<file path="src/rtl/hcb_pkg.sv">
// Package: shared constants, field layout and address decode for the host
// configuration bridge. Assumes byte offsets of HCB_ADDR_W bits.
package hcb_pkg;

    localparam int HCB_ADDR_W = 8;

    // Control-word bit positions seen by the host
    localparam int CTL_PROG_BIT  = 1;
    localparam int CTL_WRITE_BIT = 2;
    localparam int CTL_CS_BIT    = 3;
    localparam int CTL_INIT_BIT  = 6;
    localparam int CTL_DONE_BIT  = 7;

    localparam logic [HCB_ADDR_W-1:0] OFS_CTL     = 8'h00;
    localparam logic [HCB_ADDR_W-1:0] OFS_IDENT   = 8'h04;
    localparam logic [HCB_ADDR_W-1:0] OFS_FWD_LO  = 8'h08;
    localparam logic [HCB_ADDR_W-1:0] OFS_FWD_HI  = 8'hEF;
    localparam logic [HCB_ADDR_W-1:0] OFS_CFGWORD = 8'hF0;
    localparam logic [HCB_ADDR_W-1:0] OFS_MIRROR  = 8'hF8;

    typedef enum logic [2:0] {
        TGT_CTL, TGT_IDENT, TGT_CFGWORD, TGT_MIRROR, TGT_FWD, TGT_NONE
    } hcb_tgt_e;

    // Stored configuration pin levels, all active low
    typedef struct packed {
        logic init_n;
        logic cs_n;
        logic write_n;
        logic prog_n;
    } hcb_pins_t;

    // Exact byte-offset decode of a host request
    function automatic hcb_tgt_e hcb_decode(input logic [HCB_ADDR_W-1:0] a);
        if (a == OFS_CTL)                          return TGT_CTL;
        else if (a == OFS_IDENT)                   return TGT_IDENT;
        else if (a >= OFS_FWD_LO && a <= OFS_FWD_HI) return TGT_FWD;
        else if (a == OFS_CFGWORD)                 return TGT_CFGWORD;
        else if (a == OFS_MIRROR)                  return TGT_MIRROR;
        else                                       return TGT_NONE;
    endfunction

endpackage

</file>
<file path="src/rtl/hcb_sync.sv">
// Module: multi-flop synchronizer for one asynchronous level.
// Assumes STAGES >= 2; reset value is 0.
module hcb_sync #(
    parameter int STAGES = 2
) (
    input  logic clk,
    input  logic rst_n,
    input  logic d_async,
    output logic q_sync
);
    logic [STAGES-1:0] chain_q;

    // Shift the input through the flop chain
    always_ff @(posedge clk) begin
        if (!rst_n) chain_q <= '0;
        else        chain_q <= {chain_q[STAGES-2:0], d_async};
    end

    assign q_sync = chain_q[STAGES-1];
endmodule

</file>
<file path="src/rtl/hcb_local_regs.sv">
// Module: registers held inside the bridge (control word, identification,
// configuration-data port, complementing test register). Every accepted
// request completes one cycle later. Assumes rd and wr are never both high.
module hcb_local_regs
    import hcb_pkg::*;
#(
    parameter int          DATA_W   = 32,
    parameter logic [31:0] ID_VALUE = 32'hD155_0101
) (
    input  logic              clk,
    input  logic              rst_n,
    input  logic              rd,
    input  logic              wr,
    input  hcb_tgt_e          tgt,
    input  logic [DATA_W-1:0] wdata,
    input  logic              done_s,
    output logic [DATA_W-1:0] rdata,
    output logic              ack,
    output hcb_pins_t         pins,
    output logic [DATA_W-1:0] cfg_word,
    output logic              cfg_stb
);
    hcb_pins_t         pins_q;
    logic [DATA_W-1:0] mirror_q;
    logic [DATA_W-1:0] ctl_view;
    logic [DATA_W-1:0] rd_mux;
    logic              cfg_ok;

    assign pins   = pins_q;
    assign cfg_ok = !pins_q.cs_n && !pins_q.write_n;

    // Assemble the control word as the host reads it
    always_comb begin
        ctl_view                = '0;
        ctl_view[CTL_PROG_BIT]  = pins_q.prog_n;
        ctl_view[CTL_WRITE_BIT] = pins_q.write_n;
        ctl_view[CTL_CS_BIT]    = pins_q.cs_n;
        ctl_view[CTL_INIT_BIT]  = pins_q.init_n;
        ctl_view[CTL_DONE_BIT]  = done_s;
    end

    // Select read data for the decoded target
    always_comb begin
        case (tgt)
            TGT_CTL:    rd_mux = ctl_view;
            TGT_IDENT:  rd_mux = DATA_W'(ID_VALUE);
            TGT_MIRROR: rd_mux = ~mirror_q;
            default:    rd_mux = '0;
        endcase
    end

    // Update the writable registers
    always_ff @(posedge clk) begin
        if (!rst_n) begin
            pins_q   <= '{init_n: 1'b1, cs_n: 1'b1, write_n: 1'b1, prog_n: 1'b1};
            mirror_q <= '0;
        end else if (wr) begin
            if (tgt == TGT_CTL) begin
                pins_q.prog_n  <= wdata[CTL_PROG_BIT];
                pins_q.write_n <= wdata[CTL_WRITE_BIT];
                pins_q.cs_n    <= wdata[CTL_CS_BIT];
                pins_q.init_n  <= wdata[CTL_INIT_BIT];
            end
            if (tgt == TGT_MIRROR) mirror_q <= wdata;
        end
    end

    // Issue the configuration-data strobe when qualified
    always_ff @(posedge clk) begin
        if (!rst_n) begin
            cfg_stb  <= 1'b0;
            cfg_word <= '0;
        end else begin
            cfg_stb <= wr && (tgt == TGT_CFGWORD) && cfg_ok;
            if (wr && (tgt == TGT_CFGWORD) && cfg_ok) cfg_word <= wdata;
        end
    end

    // Return read data and completion one cycle after the request
    always_ff @(posedge clk) begin
        if (!rst_n) begin
            ack   <= 1'b0;
            rdata <= '0;
        end else begin
            ack   <= rd || wr;
            rdata <= rd ? rd_mux : '0;
        end
    end
endmodule

</file>
<file path="src/rtl/hcb_fwd_port.sv">
// Module: forwards one host request into the FPGA window. Holds the request
// until the FPGA acknowledges it or TMO_CYC edges pass; a read that times out
// returns all ones. Assumes start is only asserted while idle.
module hcb_fwd_port
    import hcb_pkg::*;
#(
    parameter int DATA_W  = 32,
    parameter int TMO_CYC = 16
) (
    input  logic                  clk,
    input  logic                  rst_n,
    input  logic                  start,
    input  logic                  start_we,
    input  logic [HCB_ADDR_W-1:0] start_addr,
    input  logic [DATA_W-1:0]     start_wdata,
    output logic                  busy,
    output logic                  done,
    output logic [DATA_W-1:0]     rdata,
    output logic                  app_sel,
    output logic                  app_we,
    output logic [HCB_ADDR_W-1:0] app_addr,
    output logic [DATA_W-1:0]     app_wdata,
    input  logic [DATA_W-1:0]     app_rdata,
    input  logic                  app_ack
);
    localparam int CNT_W = $clog2(TMO_CYC + 1);
    localparam logic [CNT_W-1:0] CNT_LAST = CNT_W'(TMO_CYC - 1);

    logic [CNT_W-1:0] wait_q;

    assign app_sel = busy;

    // Run the request/acknowledge/timeout sequence
    always_ff @(posedge clk) begin
        if (!rst_n) begin
            busy      <= 1'b0;
            done      <= 1'b0;
            rdata     <= '0;
            wait_q    <= '0;
            app_we    <= 1'b0;
            app_addr  <= '0;
            app_wdata <= '0;
        end else begin
            done <= 1'b0;
            if (!busy) begin
                if (start) begin
                    busy      <= 1'b1;
                    wait_q    <= '0;
                    app_we    <= start_we;
                    app_addr  <= start_addr;
                    app_wdata <= start_wdata;
                end
            end else if (app_ack) begin
                busy  <= 1'b0;
                done  <= 1'b1;
                rdata <= app_we ? '0 : app_rdata;
            end else if (wait_q == CNT_LAST) begin
                busy  <= 1'b0;
                done  <= 1'b1;
                rdata <= app_we ? '0 : '1;
            end else begin
                wait_q <= wait_q + 1'b1;
            end
        end
    end
endmodule

</file>
<file path="src/rtl/hostcfg_bridge.sv">
// Module: top of the host configuration bridge. Decodes each host request,
// steers it to the local registers or the FPGA window, and merges both
// completion paths onto host_ack/host_rdata. Assumes one outstanding request;
// requests arriving while a forwarded cycle is pending are dropped.
module hostcfg_bridge
    import hcb_pkg::*;
#(
    parameter int          DATA_W      = 32,
    parameter int          TMO_CYC     = 16,
    parameter int          SYNC_STAGES = 2,
    parameter logic [15:0] DEVICE_CODE = 16'hD155,
    parameter logic [7:0]  VERSION     = 8'h01,
    parameter logic [7:0]  REVISION    = 8'h01
) (
    input  logic                  clk,
    input  logic                  rst_n,
    input  logic [HCB_ADDR_W-1:0] host_addr,
    input  logic                  host_rd,
    input  logic                  host_wr,
    input  logic [DATA_W-1:0]     host_wdata,
    output logic [DATA_W-1:0]     host_rdata,
    output logic                  host_ack,
    output logic                  cfg_prog_n,
    output logic                  cfg_write_n,
    output logic                  cfg_cs_n,
    output logic                  cfg_init_n,
    input  logic                  cfg_done,
    output logic [DATA_W-1:0]     cfg_data,
    output logic                  cfg_data_stb,
    output logic                  app_sel,
    output logic                  app_we,
    output logic [HCB_ADDR_W-1:0] app_addr,
    output logic [DATA_W-1:0]     app_wdata,
    input  logic [DATA_W-1:0]     app_rdata,
    input  logic                  app_ack
);
    localparam logic [31:0] ID_VALUE = {DEVICE_CODE, VERSION, REVISION};

    hcb_tgt_e          tgt;
    hcb_pins_t         pins;
    logic              accept, loc_rd, loc_wr, fwd_start;
    logic              fwd_busy, fwd_done, loc_ack, done_s;
    logic [DATA_W-1:0] loc_rdata, fwd_rdata;

    // Decode and steer the incoming request
    always_comb begin
        tgt       = hcb_decode(host_addr);
        accept    = !fwd_busy && (host_rd || host_wr);
        loc_wr    = accept && host_wr && (tgt != TGT_FWD);
        loc_rd    = accept && !host_wr && (tgt != TGT_FWD);
        fwd_start = accept && (tgt == TGT_FWD);
    end

    hcb_sync #(.STAGES(SYNC_STAGES)) u_done_sync (
        .clk(clk), .rst_n(rst_n), .d_async(cfg_done), .q_sync(done_s)
    );

    hcb_local_regs #(.DATA_W(DATA_W), .ID_VALUE(ID_VALUE)) u_regs (
        .clk(clk), .rst_n(rst_n), .rd(loc_rd), .wr(loc_wr), .tgt(tgt),
        .wdata(host_wdata), .done_s(done_s), .rdata(loc_rdata), .ack(loc_ack),
        .pins(pins), .cfg_word(cfg_data), .cfg_stb(cfg_data_stb)
    );

    hcb_fwd_port #(.DATA_W(DATA_W), .TMO_CYC(TMO_CYC)) u_fwd (
        .clk(clk), .rst_n(rst_n), .start(fwd_start), .start_we(host_wr),
        .start_addr(host_addr), .start_wdata(host_wdata), .busy(fwd_busy),
        .done(fwd_done), .rdata(fwd_rdata), .app_sel(app_sel), .app_we(app_we),
        .app_addr(app_addr), .app_wdata(app_wdata), .app_rdata(app_rdata),
        .app_ack(app_ack)
    );

    // Drive pins and merge the two completion paths
    always_comb begin
        cfg_prog_n  = pins.prog_n;
        cfg_write_n = pins.write_n;
        cfg_cs_n    = pins.cs_n;
        cfg_init_n  = pins.init_n;
        host_ack    = loc_ack || fwd_done;
        host_rdata  = fwd_done ? fwd_rdata : loc_rdata;
    end
endmodule

</file>
<file path="config.mk">
export PLATFORM = sky130hd
export DESIGN_NAME = hostcfg_bridge
export DESIGN_NICKNAME = d
export VERILOG_FILES = /design/src/rtl/hcb_pkg.sv /design/src/rtl/hcb_sync.sv /design/src/rtl/hcb_local_regs.sv /design/src/rtl/hcb_fwd_port.sv /design/src/rtl/hostcfg_bridge.sv
export SDC_FILE = /design/constraint.sdc
export NUM_CORES = 1
export LEC_CHECK = 0
export BUFFER_PORTS_ARGS = -buffer_cell sky130_fd_sc_hd__buf_2
export CAP_MARGIN = 20
export CELL_PAD_IN_SITES_DETAIL_PLACEMENT = 1
export CELL_PAD_IN_SITES_GLOBAL_PLACEMENT = 1
export CORE_MARGIN = 10
export CORE_UTILIZATION = 30
export DETAILED_ROUTE_END_ITERATION = 12
export GPL_ROUTABILITY_DRIVEN = 0
export PLACE_DENSITY = 0.75
export SETUP_SLACK_MARGIN = 0.15
export SLEW_MARGIN = 20
export SYNTH_ARGS = -nofsm -noshare
export SYNTH_HDL_FRONTEND = slang
export SYNTH_HIERARCHICAL = 1
export SYNTH_SLANG_ARGS = --single-unit
</file>
<file path="constraint.sdc">
create_clock -name clk -period 3.3 [get_ports clk]
set_input_delay 0 -clock clk [delete_from_list [all_inputs] [get_ports clk]]
set_output_delay 0 -clock clk [all_outputs]
set_load 0.005 [all_outputs]
</file>
==> flow_summary.json <==
{
  "synth_area_per_cell_um2": 9.55,
  "synthFlopType": "dfxtp_1",
  "synth_area_um2": 7200,
  "syn2layout_area_growth_pct": 34.2,
  "finalHoldViolations": 0,
  "synth-warning-count": 6,
  "yosys.area.top_type_share": 0.512,
  "path_class": "in -> reg",
  "cts.clk_slew.worst_paths_ns": 0.07,
  "setup_tns_ns": 0,
  "rows": 56,
  "setup_violations": 0,
  "die_area_um2": 30600,
  "fmax_mhz": 414,
  "hpwl_um": 16600,
  "min_from": "host_rd",
  "yosysTopAreaCell": "dfxtp_1",
  "synth-edff-count": 0,
  "initial_core_util": 0.306,
  "r2r-end": "u_fwd/rdata[29]",
  "clockRootBuffer": "clkbuf_16",
  "grt.total_usage": 0.156,
  "hp-class": "in -> reg",
  "via_per_inst": 4.57,
  "critPathArrivalTime_ns": 2.76,
  "grt_max_degree": 93,
  "ant_nets": 0,
  "cts_buffers": 17,
  "drive_gt1_frac": 0.272,
  "cts_tree": "yes",
  "endpoint_kind": "register",
  "critPathRequiredTime_ns": 3.64,
  "vdd_ir_drop_max_mv": 0.285,
  "synth.most_common_cell": "nand2_1",
  "vias": 6035,
  "reg2reg_from": "u_fwd/wait_q[0]",
  "io_pins": 190,
  "die_w_um": 175,
  "grt_overflow": 0,
  "cap_viol_max_count": 0,
  "clk_path_buf_depth": 2,
  "path_max_fanout": 33,
  "yosys_register_bits": 184,
  "cts.htree.levels": 4,
  "drc": 0,
  "die_h_um": 175,
  "numClockSinks": 184,
  "cp-start-kind": "primary input",
  "min_to": "u_regs/ack",
  "nets": 1069,
  "worstSkewPairLatency_ns": 0.43,
  "placed_cell_area_um2": 8300,
  "outcome": "completed",
  "ys_top_cells_by_area": "dfxtp_1 51%, nand2_1 11%, mux2i_1 5.3%",
  "reg2reg_depth": 6,
  "initialDrtViolationCount": 334,
  "p_leak_nw": 4.19,
  "synth_cell_types": 46,
  "antenna_found_initial": 1,
  "relSlewSlack": 0.335,
  "design_area_um2": 9660,
  "finalMaxSlewViolations": 0,
  "fin_worst_skew_ns": 0.00918,
  "core-area_um2": 23500,
  "dr.pass1.iters": 4,
  "grt_pass1_wl_um": 37700,
  "port_buffers": 189,
  "rsz0062_at_grt": "no",
  "routedWlPerCell_um": 18.4,
  "ys_async_sr_fraction": 0,
  "period_share": 0.732,
  "p_per_area_nw_per_um2": 513,
  "synthTopCellsByCount": "219 x nand2_1, 184 x dfxtp_1, 43 x a21boi_0",
  "grt_pass1_vias": 6443,
  "worst_hold_slack_ns": 0.0600,
  "finalNonFillerCells": 1322,
  "drt_wl_total_um": 24300,
  "dp.cells": 1214,
  "period_minus_slack_ns": 2.41,
  "min_path_cells": 3,
  "ys_seq_area_frac": 0.512,
  "r2r_slack_ns": 1.12,
  "synth_nets": 834,
  "worstMarginPinSlew_ns": 0.998,
  "synth_cells": 754,
  "fin_util": 0.410
}
## critical path, stage by stage
cell	delay [ns]
dlygate4sd3_1	0.54
buf_2	0.14
or4_4	0.54
o21ai_2	0.20
and3b_2	0.29
nand4bb_4	0.12
nor3_4	0.11
buf_4	0.51
mux2i_1	0.29
## cell families (layout without fill, tap and decap cells)
kind of cell               after synthesis  in the layout  synth area share
AOI/OAI and AO/OA                      129            129             0.138
adders and majority gates                2              2           0.00347
buffers and inverters                   58            306            0.0457
DFF                                    184            184             0.512
muxes                                   70             70             0.103
other                                    0              1                 0
and+or+nand+nor                        311            311             0.198
## metal layers
layer  track usage  routed length [um]  part of all wire  vias up
li1              -                   -                 -     2987
met3        0.0554                1490             0.061       34
met4        0.0530                 563             0.023        0
met5             0                   0                 0        -
met2         0.244               10900              0.45      138
met1         0.194               11300              0.47     2876
## where the power goes
part	internal [mW]	switching, mW	leakage [nW]
logic	0.226	0.270	2.42
registers	2.30	0.0445	1.49
clock network	1.22	0.900	0.283
## metrics by stage
| stage | worst slack, ns | power, mW |
|---|---|---|
| 2_1_floorplan | 1.51 | 2.63 |
| 3_3_place_gp | 1.13 | 2.81 |
| 4_1_cts | 0.941 | 5.03 |
| 3_5_place_dp | 1.06 | 2.82 |
| 6_report | 0.885 | 4.96 |
| 5_1_grt | 0.770 | 5.18 |
## cell type report
class	instances	area, um2
flip-flops and latches	184	3680
clock buffers	19	443
multi-input cells	512	3200
fillers	2759	13900
diodes	1	2.50
inverters	1	3.75
repair buffers	273	1770
well taps	319	399
clock inverters	13	168
## how the worst max path moves through the flow
stage,start,end,slack [ns],cells after the start
6_report,host_addr[7],u_regs/cfg_word[9],0.89,9
2_1_floorplan,host_addr[7],u_regs/cfg_word[10],1.51,7
4_1_cts,host_addr[7],u_regs/cfg_word[20],0.94,9
3_3_place_gp,host_addr[7],u_regs/cfg_word[26],1.13,8
3_5_place_dp,host_addr[7],u_regs/cfg_word[29],1.06,8
5_1_grt,host_addr[7],u_regs/cfg_word[22],0.77,9
## sequential cells by signal, summed over array words and instances (netlist names), 2 cells and up
name                 flops
u_done_sync/chain_q      2
u_regs/cfg_word         32
u_regs/mirror_q         32
u_fwd/wait_q             5
u_regs/pins              4
u_fwd/app_wdata         32
u_fwd/app_addr           8
u_regs/rdata            32
u_fwd/rdata             32
## what timing repair did
| action | in CTS | in global routing |
|---|---|---|
| hold endpoints to repair | 143 | 0 |
| hold buffers | 75 | 0 |
| resized for setup | 0 | 0 |
| setup buffers | 0 | 0 |
## placed cells by master (no fill, tap or decap), types with 11 or more instances in the layout
cell type	Yosys	layout
nand2b_1	24	23
nand2_1	219	219
mux2_2	32	32
dlygate4sd3_1	0	75
mux2i_1	38	38
or2b_1	11	11
a21boi_0	43	43
a22o_1	32	32
nor2_1	26	26
buf_2	20	188
dfxtp_1	184	184
clkbuf_16	0	17
a21boi_1	32	32
Note: power is estimated with default switching activity, not from simulation.
